`src/rtl/uop_dispatch.sv`:
```
module uop_dispatch #(
  parameter int ENTRIES = 8,
  localparam int IDX_W = $clog2(ENTRIES),
  localparam int SEQ_W = IDX_W + 2,
  localparam int NPORT = 5
) (
  input  logic                     clk,
  input  logic                     rst_n,
  input  logic                     alloc_en,
  input  logic [IDX_W-1:0]         alloc_slot,
  input  logic [2:0]               alloc_cls,
  input  logic                     alloc_rdy,
  output logic                     alloc_ready,
  input  logic [ENTRIES-1:0]       wake,
  output logic [NPORT-1:0]         gnt_vld,
  output logic [NPORT*IDX_W-1:0]   gnt_idx
);

  localparam logic [2:0] C_SIMPLE = 3'd0, C_COMPLEX = 3'd1, C_FP = 3'd2,
                         C_LOAD = 3'd3, C_STA = 3'd4, C_STD = 3'd5;

  logic [ENTRIES-1:0]            ent_vld, ent_rdy;
  logic [ENTRIES-1:0][2:0]       ent_cls;
  logic [ENTRIES-1:0][SEQ_W-1:0] ent_seq, key;
  logic [SEQ_W-1:0]              seq_cnt;
  logic                          seq_clash, alloc_take;
  logic [NPORT-1:0][ENTRIES-1:0] cand;
  logic [NPORT-1:0][IDX_W:0]     pick_r;
  logic [ENTRIES-1:0]            p1_mask, free_mask;

  function automatic logic [IDX_W:0] pick_oldest(input logic [ENTRIES-1:0] m,
                                                 input logic [ENTRIES-1:0][SEQ_W-1:0] k);
    logic             found;
    logic [IDX_W-1:0] best;
    logic [SEQ_W-1:0] bk;
    found = 1'b0;
    best  = '0;
    bk    = '0;
    for (int i = 0; i < ENTRIES; i++) begin
      if (m[i] && (!found || k[i] > bk)) begin
        found = 1'b1;
        best  = IDX_W'(i);
        bk    = k[i];
      end
    end
    return {found, best};
  endfunction

  always_comb begin
    seq_clash = 1'b0;
    for (int i = 0; i < ENTRIES; i++) begin
      key[i] = seq_cnt - SEQ_W'(1) - ent_seq[i];
      if (ent_vld[i] && ent_seq[i] == seq_cnt) seq_clash = 1'b1;
    end
  end

  assign alloc_ready = !seq_clash;
  assign alloc_take  = alloc_en && alloc_ready && !ent_vld[alloc_slot];

  always_comb begin
    for (int i = 0; i < ENTRIES; i++) begin
      cand[0][i] = ent_vld[i] && ent_rdy[i] &&
                   (ent_cls[i] == C_SIMPLE || ent_cls[i] == C_COMPLEX || ent_cls[i] == C_FP);
      cand[1][i] = ent_vld[i] && ent_rdy[i] && ent_cls[i] == C_SIMPLE;
      cand[2][i] = ent_vld[i] && ent_rdy[i] && ent_cls[i] == C_LOAD;
      cand[3][i] = ent_vld[i] && ent_rdy[i] && ent_cls[i] == C_STA;
      cand[4][i] = ent_vld[i] && ent_rdy[i] && ent_cls[i] == C_STD;
    end
    pick_r[1] = pick_oldest(cand[1], key);
    p1_mask   = pick_r[1][IDX_W] ? (ENTRIES'(1) << pick_r[1][IDX_W-1:0]) : '0;
    pick_r[0] = pick_oldest(cand[0] & ~p1_mask, key);
    pick_r[2] = pick_oldest(cand[2], key);
    pick_r[3] = pick_oldest(cand[3], key);
    pick_r[4] = pick_oldest(cand[4], key);
    free_mask = '0;
    for (int p = 0; p < NPORT; p++) begin
      gnt_vld[p]                 = pick_r[p][IDX_W];
      gnt_idx[p*IDX_W +: IDX_W]  = pick_r[p][IDX_W-1:0];
      if (pick_r[p][IDX_W]) free_mask = free_mask | (ENTRIES'(1) << pick_r[p][IDX_W-1:0]);
    end
  end

  always_ff @(posedge clk) begin
    if (!rst_n) begin
      ent_vld <= '0;
      ent_rdy <= '0;
      ent_cls <= '0;
      ent_seq <= '0;
      seq_cnt <= '0;
    end else begin
      ent_vld <= ent_vld & ~free_mask;
      ent_rdy <= ent_rdy | wake;
      if (alloc_take) begin
        ent_vld[alloc_slot] <= 1'b1;
        ent_rdy[alloc_slot] <= alloc_rdy | wake[alloc_slot];
        ent_cls[alloc_slot] <= alloc_cls;
        ent_seq[alloc_slot] <= seq_cnt;
        seq_cnt             <= seq_cnt + SEQ_W'(1);
      end
    end
  end

endmodule

```
`config.mk`:
```
export PLATFORM = sky130hd
export DESIGN_NAME = uop_dispatch
export DESIGN_NICKNAME = d
export VERILOG_FILES = /design/src/rtl/uop_dispatch.sv
export SDC_FILE = /design/constraint.sdc
export NUM_CORES = 1
export LEC_CHECK = 0
export BUFFER_PORTS_ARGS = -buffer_cell sky130_fd_sc_hd__buf_2
export CAP_MARGIN = 0
export CORE_MARGIN = 1.5
export CORE_UTILIZATION = 65
export DETAILED_ROUTE_END_ITERATION = 12
export PLACE_DENSITY = 0.83
export SKIP_LAST_GASP = 1
export SLEW_MARGIN = 20
export SYNTH_ARGS = -nofsm -noshare
export SYNTH_HDL_FRONTEND = slang
export SYNTH_SLANG_ARGS = --single-unit
```
`constraint.sdc`:
```
create_clock -name clk -period 97.6 [get_ports clk]
set_input_delay 29.28 -clock clk [delete_from_list [all_inputs] [get_ports clk]]
set_output_delay 29.28 -clock clk [all_outputs]
set_load 0.01 [all_outputs]
```
==> reports/qor.yml, run 1 <==
outcome:
  status: "completed"
synth:
  ys_seq_area_share_pct: 13.40
  netlist.area_leader.share_pct: 20.60
  synthesis.nets: 1792
  async_flop_share_pct: 0
  yosys.area.top_type: "ha_1"
  synth_cell_types: 91
  synth_edf_count: 0
  netlist_area_mm2: 0.01269
  ys_top_cells_by_area: "ha_1 (21%), dfxtp_1 (13%), mux2_2 (7.6%), mux2i_1 (7.3%), nor2_1 (3.8%)"
  ys_ff_latch: 85
  synth_ff_type: "dfxtp_1"
  yosysWarnings: 0
  netlist_instances: 1557
  avgSynthCellArea_um2: 8.153
worst_setup_path:
  critPathKind: "flip-flop to output pin"
  reg2reg_from: "seq_cnt[1]"
  arrival_ns: 27.86
  worstSetupStartpointType: "flip-flop"
  reg2reg_depth: 116
  cpMostUsedCell: "ha_1"
  r2r_setup_slack_ns: 69.57
  cp_max_fo: 21
  end_kind: "output pin"
  crit_slowest_cell: "dfxtp_1"
  slowest_delay_ns: 0.89
  required_ns: 68.32
  r2r-end: "ent_vld[4]"
power_and_ir_drop:
  switchingPower_uw: 141.6
  p_sw_share_pct: 51.57
  leakage_uw: 0.006088
  clkPwrFrac_pct: 12.3
  comb_power_share_pct: 73.9
  intPower_uw: 133.0
  total_power_uw: 274.6
  p_per_area_mw_per_mm2: 20.37
  vdd.ir_drop.worst_mv: 0.01563
  pwr-share-seq_pct: 13.7
routing:
  drc: 0
  ant_nets: 0
  vias_per_cell: 6.730
  drt_iter0_markers: 1213
  first_pass_iters: 6
  wirelength_um: 42040
  wl_per_cell_um: 22.76
  routed-via-count: 12430
floorplanning:
  die_area_mm2: 0.02038
  die_w_um: 142.8
  placementRows: 50
  core_area_mm2: 0.01896
  die_h_um: 142.8
  start_util_pct: 66.97
  ios: 39
timing:
  slew-limit-headroom_pct: 31.20
  fin_crit_ns: 57.14
  fmax_mhz: 17.50
  period_share_pct: 58.55
  finalSetupTns_ns: 0
  tightest_slew_ns: 1.026
  rsz0062_at_grt: "no"
  finalHoldViolCount: 0
  slew_violations: 0
  setup_viol: 0
  finalClockSkew_ns: 0.007689
grt:
  grt_antenna_before_repair: 0
  grt_pass1_vias: 11580
  grt_usage_pct: 41.16
  grt_overflow_total: 0
  grt_max_degree: 85
  grt_first_pass_wirelength_um: 63950
clock_network:
  clockRootBuffer: "clkbuf_16"
  path_clk_slew_ns: 0.06
  cts_buffers: 9
  ctsHoldBuffers: 0
  cts_buffer_depth: 2
  cts-resized-gates: 0
  clk_latency_ns: 0.34
  htreeDepth: 3
  cts_tree: "yes"
  cts_sinks: 85
  post-cts-setup-buffers: 0
min_path:
  min-delay-start: "ent_seq[28]"
  hp-class: "flip-flop to flip-flop"
  hold_depth: 2
  hold_end: "ent_seq[28]"
cells_and_area:
  fillers: 1565
  finalNetCount: 1817
  n_antenna_cell: 0
  multi_input_area_mm2: 0.01044
  finish.utilization_pct: 71.12
  area.sequential_mm2: 0.001702
  syn2layout_area_growth_pct: 6.200
  drive_gt1_share_pct: 12.79
place:
  hpwl_um: 34560
  portBuffers: 38
  place.gp.congestion: 1.001
job:
  max-cap-violations: 0
==> worst max-delay path: cells and delay by family (launching register included) <==
family / cells / cell delay, ns
compound gates: 62 / 13.17
fa+ha+maj: 16 / 5.22
simple gates: 23 / 3.18
mux: 8 / 3.17
buf+inv: 6 / 1.23
flops: 1 / 0.89
xor+xnor: 1 / 0.54
==> synth_stat cells, drive strengths merged (8+ instances only) <==
cell / instances
and2: 9
nor3b: 8
nand2: 97
fa: 8
o21ai: 75
xor2: 32
inv: 100
or2: 14
a21o: 26
a211oi: 15
a31oi: 9
clkbuf: 32
o22ai: 13
buf: 13
o31ai: 10
and3: 16
xnor2: 36
nor3: 29
mux2: 86
mux2i: 94
nand2b: 24
nand4: 16
dfxtp: 85
nand3: 44
nor4: 10
nor2: 129
o211ai: 22
a21oi: 90
ha: 209
nor2b: 49
o21a: 41
==> kinds of logic after synthesis <==
kind of cell               synth area share [%]
AOI/OAI and AO/OA                         20.34
xor gates and xnor gates                  4.810
adders and majority gates                 21.86
buffers and inverters                     4.435
DFF                                       13.40
muxes                                     15.42
and+or+nand+nor                           19.72
==> sequential cells by signal, summed over array words and instances, names as in the netlist <==
signal and cells:
ent_vld 8, ent_rdy 8, ent_seq 40, ent_cls 24
seq_cnt 5
==> stage by stage <==
step / instance area (um^2) / std cells / setup WS (ns) / hold slack (ns)
global placement: 13180 / 1831 / 42.18 / 0.4690
CTS: 13480 / 1847 / 41.03 / 0.4848
finish: 13480 / 1847 / 40.46 / 0.4872
global route: 13480 / 1847 / 38.46 / 0.5056
floorplan: 12690 / 1557 / 45.18 / 0.4406
detailed placement: 13180 / 1831 / 41.44 / 0.4744
==> cell usage in the layout (no fill, tap or decap), types with 49 or more instances in the layout <==
cell / Yosys / final
nor2_1: 129 / 129
mux2i_1: 93 / 93
o21ai_0: 68 / 68
dfxtp_1: 85 / 85
nor2b_1: 49 / 49
nand2_1: 96 / 96
a21oi_1: 86 / 86
inv_1: 99 / 98
mux2_2: 86 / 86
ha_1: 209 / 209
==> worst max-delay path by stage <==
stage,start,to,slack (ns),cells past startpoint
after floorplan,seq_cnt[0],gnt_idx[2],45.18,119
after global placement,seq_cnt[1],gnt_idx[2],42.18,116
after detailed placement,seq_cnt[1],gnt_idx[2],41.44,116
after CTS,seq_cnt[1],gnt_idx[2],41.03,116
after global routing,seq_cnt[1],gnt_idx[2],38.46,119
final,seq_cnt[1],gnt_idx[2],40.46,116
==> metal layers <==
| layer | wire length (um) | part of all wire, % | vias to the layer above | GRT usage [%] |
|---|---|---|---|---|
| met5 | 0 | 0 | - | 0 |
| met4 | 1634 | 3.9 | 0 | 16.06 |
| met3 | 4229 | 10 | 111 | 6.942 |
| met2 | 18690 | 44 | 664 | 66.33 |
| met1 | 17490 | 42 | 5870 | 54.79 |
| li1 | - | - | 5786 | - |
==> area by class of cell <==
type / instances / share of cell area (%)
Multi-Input combinational cell: 1326 / 77.40
Sequential cell: 85 / 12.62
Inverter: 101 / 2.812
Timing Repair Buffer: 59 / 2.580
Tap cell: 260 / 2.413
Clock buffer: 10 / 1.698
Clock inverter: 6 / 0.4733
==> power groups by stage <==
stage,sequential (uW),combinational [uW],clock (uW)
finish,37.7,203,33.8
global route,37.7,224,35.3
CTS,37.6,196,34.0
detailed placement,38.3,194,0
global placement,38.3,188,0
floorplan,37.5,137,0
(Power assumes the default switching activity.)
==> run 2, diff against run 1 <==
==> constraint.sdc (replaced) <==
create_clock -name clk -period 56.5 [get_ports clk]
set_input_delay 16.95 -clock clk [delete_from_list [all_inputs] [get_ports clk]]
set_output_delay 16.95 -clock clk [all_outputs]
set_load 0.01 [all_outputs]
==> run 2 against run 1 <==
Non-clock buffer count shrank 1. Final cell count hardly changed. Clock skew about the same. Critical path depth is 1 higher. Die area unchanged. Sequential share of layout area barely moved. Total power is 73% higher. Clock-buffer cell count did not move. Utilization hardly changed. Combinational power rose by 73%. Setup slack got worse by 28 ns. First-iteration DRC count up 0.74%. Largest cell class unchanged. Highest routed layer unchanged.
==> reports/qor.yml, run 2 (synthesis results as in run 1) <==
outcome:
  status: "completed"
routing:
  ant_nets: 0  # unchanged
  vias_per_cell: 6.713  # -0.26%
  drc: 0  # unchanged
  dr_wl_met3_um: 4055  # -4.1%
  wl_met2_um: 18840  # +0.80%
  met1_length_um: 17760  # +1.6%
  first_pass_iters: 6  # unchanged
  wirelength_um: 42260  # +0.53%
  top_layer: "met4"
  drt_iter0_markers: 1222  # +0.74%
  wl_per_cell_um: 22.89  # +0.58%
  routed-via-count: 12390  # -0.31%
power_and_ir_drop:
  intPower_uw: 229.9  # +73%
  vdd.ir_drop.worst_mv: 0.02680  # +71%
  switchingPower_uw: 245.9  # +74%
  p_per_area_mw_per_mm2: 35.31  # +73%
  comb_power_share_pct: 73.8  # about the same
  p_sw_share_pct: 51.69  # +0.12 points
  clkPwrFrac_pct: 12.7  # +0.4 points
  pwr-share-seq_pct: 13.5  # -0.2 points
  leakage_uw: 0.006077  # -0.19%
floorplanning:
  die_area_mm2: 0.02038  # unchanged
  die_h_um: 142.8  # unchanged
  die_w_um: 142.8  # unchanged
  start_util_pct: 66.97  # unchanged
  core_area_mm2: 0.01896  # unchanged
  placementRows: 50  # unchanged
  ios: 39  # unchanged
worst_setup_path:
  end_kind: "output pin"
  crit_family: "compound AO/OA/AOI/OAI gates"
  required_ns: 39.55  # -28.77 ns
  crit_buf_inv: 7  # +1
  cpMostUsedCell: "ha_1"
  critPathKind: "flip-flop to output pin"
  cp_max_fo: 12  # -43%
  worstSetupStartpointType: "flip-flop"
  crit_slowest_cell: "ha_1"
  arrival_ns: 27.32  # -0.54 ns
  slowest_delay_ns: 0.66  # -0.23 ns
clock_network:
  clockRootBuffer: "clkbuf_16"
  ctsHoldBuffers: 0  # unchanged
  htreeDepth: 3  # unchanged
  post-cts-setup-buffers: 0  # unchanged
  path_clk_slew_ns: 0.06  # about the same
  cts_buffers: 9  # unchanged
  clk_latency_ns: 0.35  # about the same
  cts-resized-gates: 0  # unchanged
  cts_tree: "yes"
  cts_buffer_depth: 2  # unchanged
  cts_sinks: 85  # unchanged
cells_and_area:
  final_cell_mix: "ha_1 (209), nor2_1 (129), inv_1 (98)"
  largest_register_ffs: 40  # unchanged
  layout.cells.non_filler: 1846  # -0.054%
  multi_input_area_mm2: 0.01043  # about the same
  drive_gt1_share_pct: 12.67  # -0.12 points
  max_flop_register: "ent_seq"
  design_area_mm2: 0.01348  # about the same
  fillers: 1523  # -2.7%
  final_common_cell: "ha_1"
  syn2layout_area_growth_pct: 6.150  # about the same
  finalNetCount: 1816  # -0.055%
  area.sequential_mm2: 0.001702  # unchanged
  reg_top3: "ent_seq x40, ent_cls x24"
  n_antenna_cell: 0  # unchanged
timing:
  setup_viol: 0  # unchanged
  fin_crit_ns: 44.27
  slew_violations: 0  # unchanged
  slew-limit-headroom_pct: 30.51  # -0.69 points
  finalHoldViolCount: 0  # unchanged
  period_share_pct: 78.35
  rsz0062_at_grt: "no"
  fmax_mhz: 22.59
  finalSetupTns_ns: 0  # unchanged
  tightest_slew_ns: 1.040  # +0.01445 ns
  finalClockSkew_ns: 0.008011  # +0.0003218 ns
grt:
  grt_overflow_total: 0  # unchanged
  grt_antenna_before_repair: 0  # unchanged
  grt_max_degree: 85  # unchanged
  grt_usage_pct: 41.32  # +0.16 points
  grt_pass1_vias: 11570  # -0.078%
  grt_first_pass_wirelength_um: 64390  # +0.69%
place:
  portBuffers: 38  # unchanged
  placed_cells: 1830  # -0.055%
  place.gp.congestion: 1.025  # +2.4%
  place_area_mm2: 0.01318  # about the same
  hpwl_um: 34700  # +0.40%
job:
  max-cap-violations: 0  # unchanged
min_path:
  hp-class: "flip-flop to flip-flop"
run 2: worst min-delay path, cell delays in order, from the launching register on:
cell	delay [ns]
dfxtp_1	0.32
nand2_1	0.06
a21oi_1	0.05
run 2: layout make-up:
cell class / count / share of cell area, %
Inverter: 101 / 2.813
Sequential cell: 85 / 12.63
Timing Repair Buffer: 58 / 2.526
Clock buffer: 10 / 1.699
Clock inverter: 6 / 0.5200
Multi-Input combinational cell: 1326 / 77.40
Tap cell: 260 / 2.414
run 2: power by group through the flow:
| stage | Sequential, uW | Combinational (uW) | Clock, uW |
|---|---|---|---|
| 5_1_grt | 64.5 | 385 | 62.6 |
| 6_report | 64.4 | 351 | 60.3 |
| 4_1_cts | 64.2 | 338 | 60.2 |
| 2_1_floorplan | 64.8 | 236 | 0 |
| 3_3_place_gp | 65.5 | 324 | 0 |
| 3_5_place_dp | 65.5 | 335 | 0 |
run 2: stage by stage:
| stage | utilization (%) | power (uW) | hold slack, ns | worst slack (ns) |
|---|---|---|---|---|
| 6_report | 71.09 | 475.8 | 0.4824 | 12.23 |
| 5_1_grt | 71.09 | 512.1 | 0.4901 | 10.61 |
| 4_1_cts | 71.09 | 462.6 | 0.4788 | 12.86 |
| 3_5_place_dp | 69.51 | 400.7 | 0.4684 | 13.28 |
| 3_3_place_gp | 69.51 | 389.9 | 0.4690 | 13.98 |
| 2_1_floorplan | - | 301.0 | 0.4406 | 16.41 |
run 2: path summary, 6_finish.rpt:
path	startpoint	depth (start not counted)	to	slack, ns
setup / recovery	seq_cnt[0]	117	gnt_idx[2]	12.23
hold / removal	ent_seq[25]	2	ent_seq[25]	0.48
setup reg to reg	seq_cnt[0]	117	ent_vld[4]	29.10
hold reg to reg	ent_seq[25]	2	ent_seq[25]	0.48
run 2: per-layer routing:
layer,up-vias,global-route usage [%]
met5,-,0
met4,0,16.28
met3,109,7.579
met2,609,66.66
met1,5880,54.52
li1,5794,-
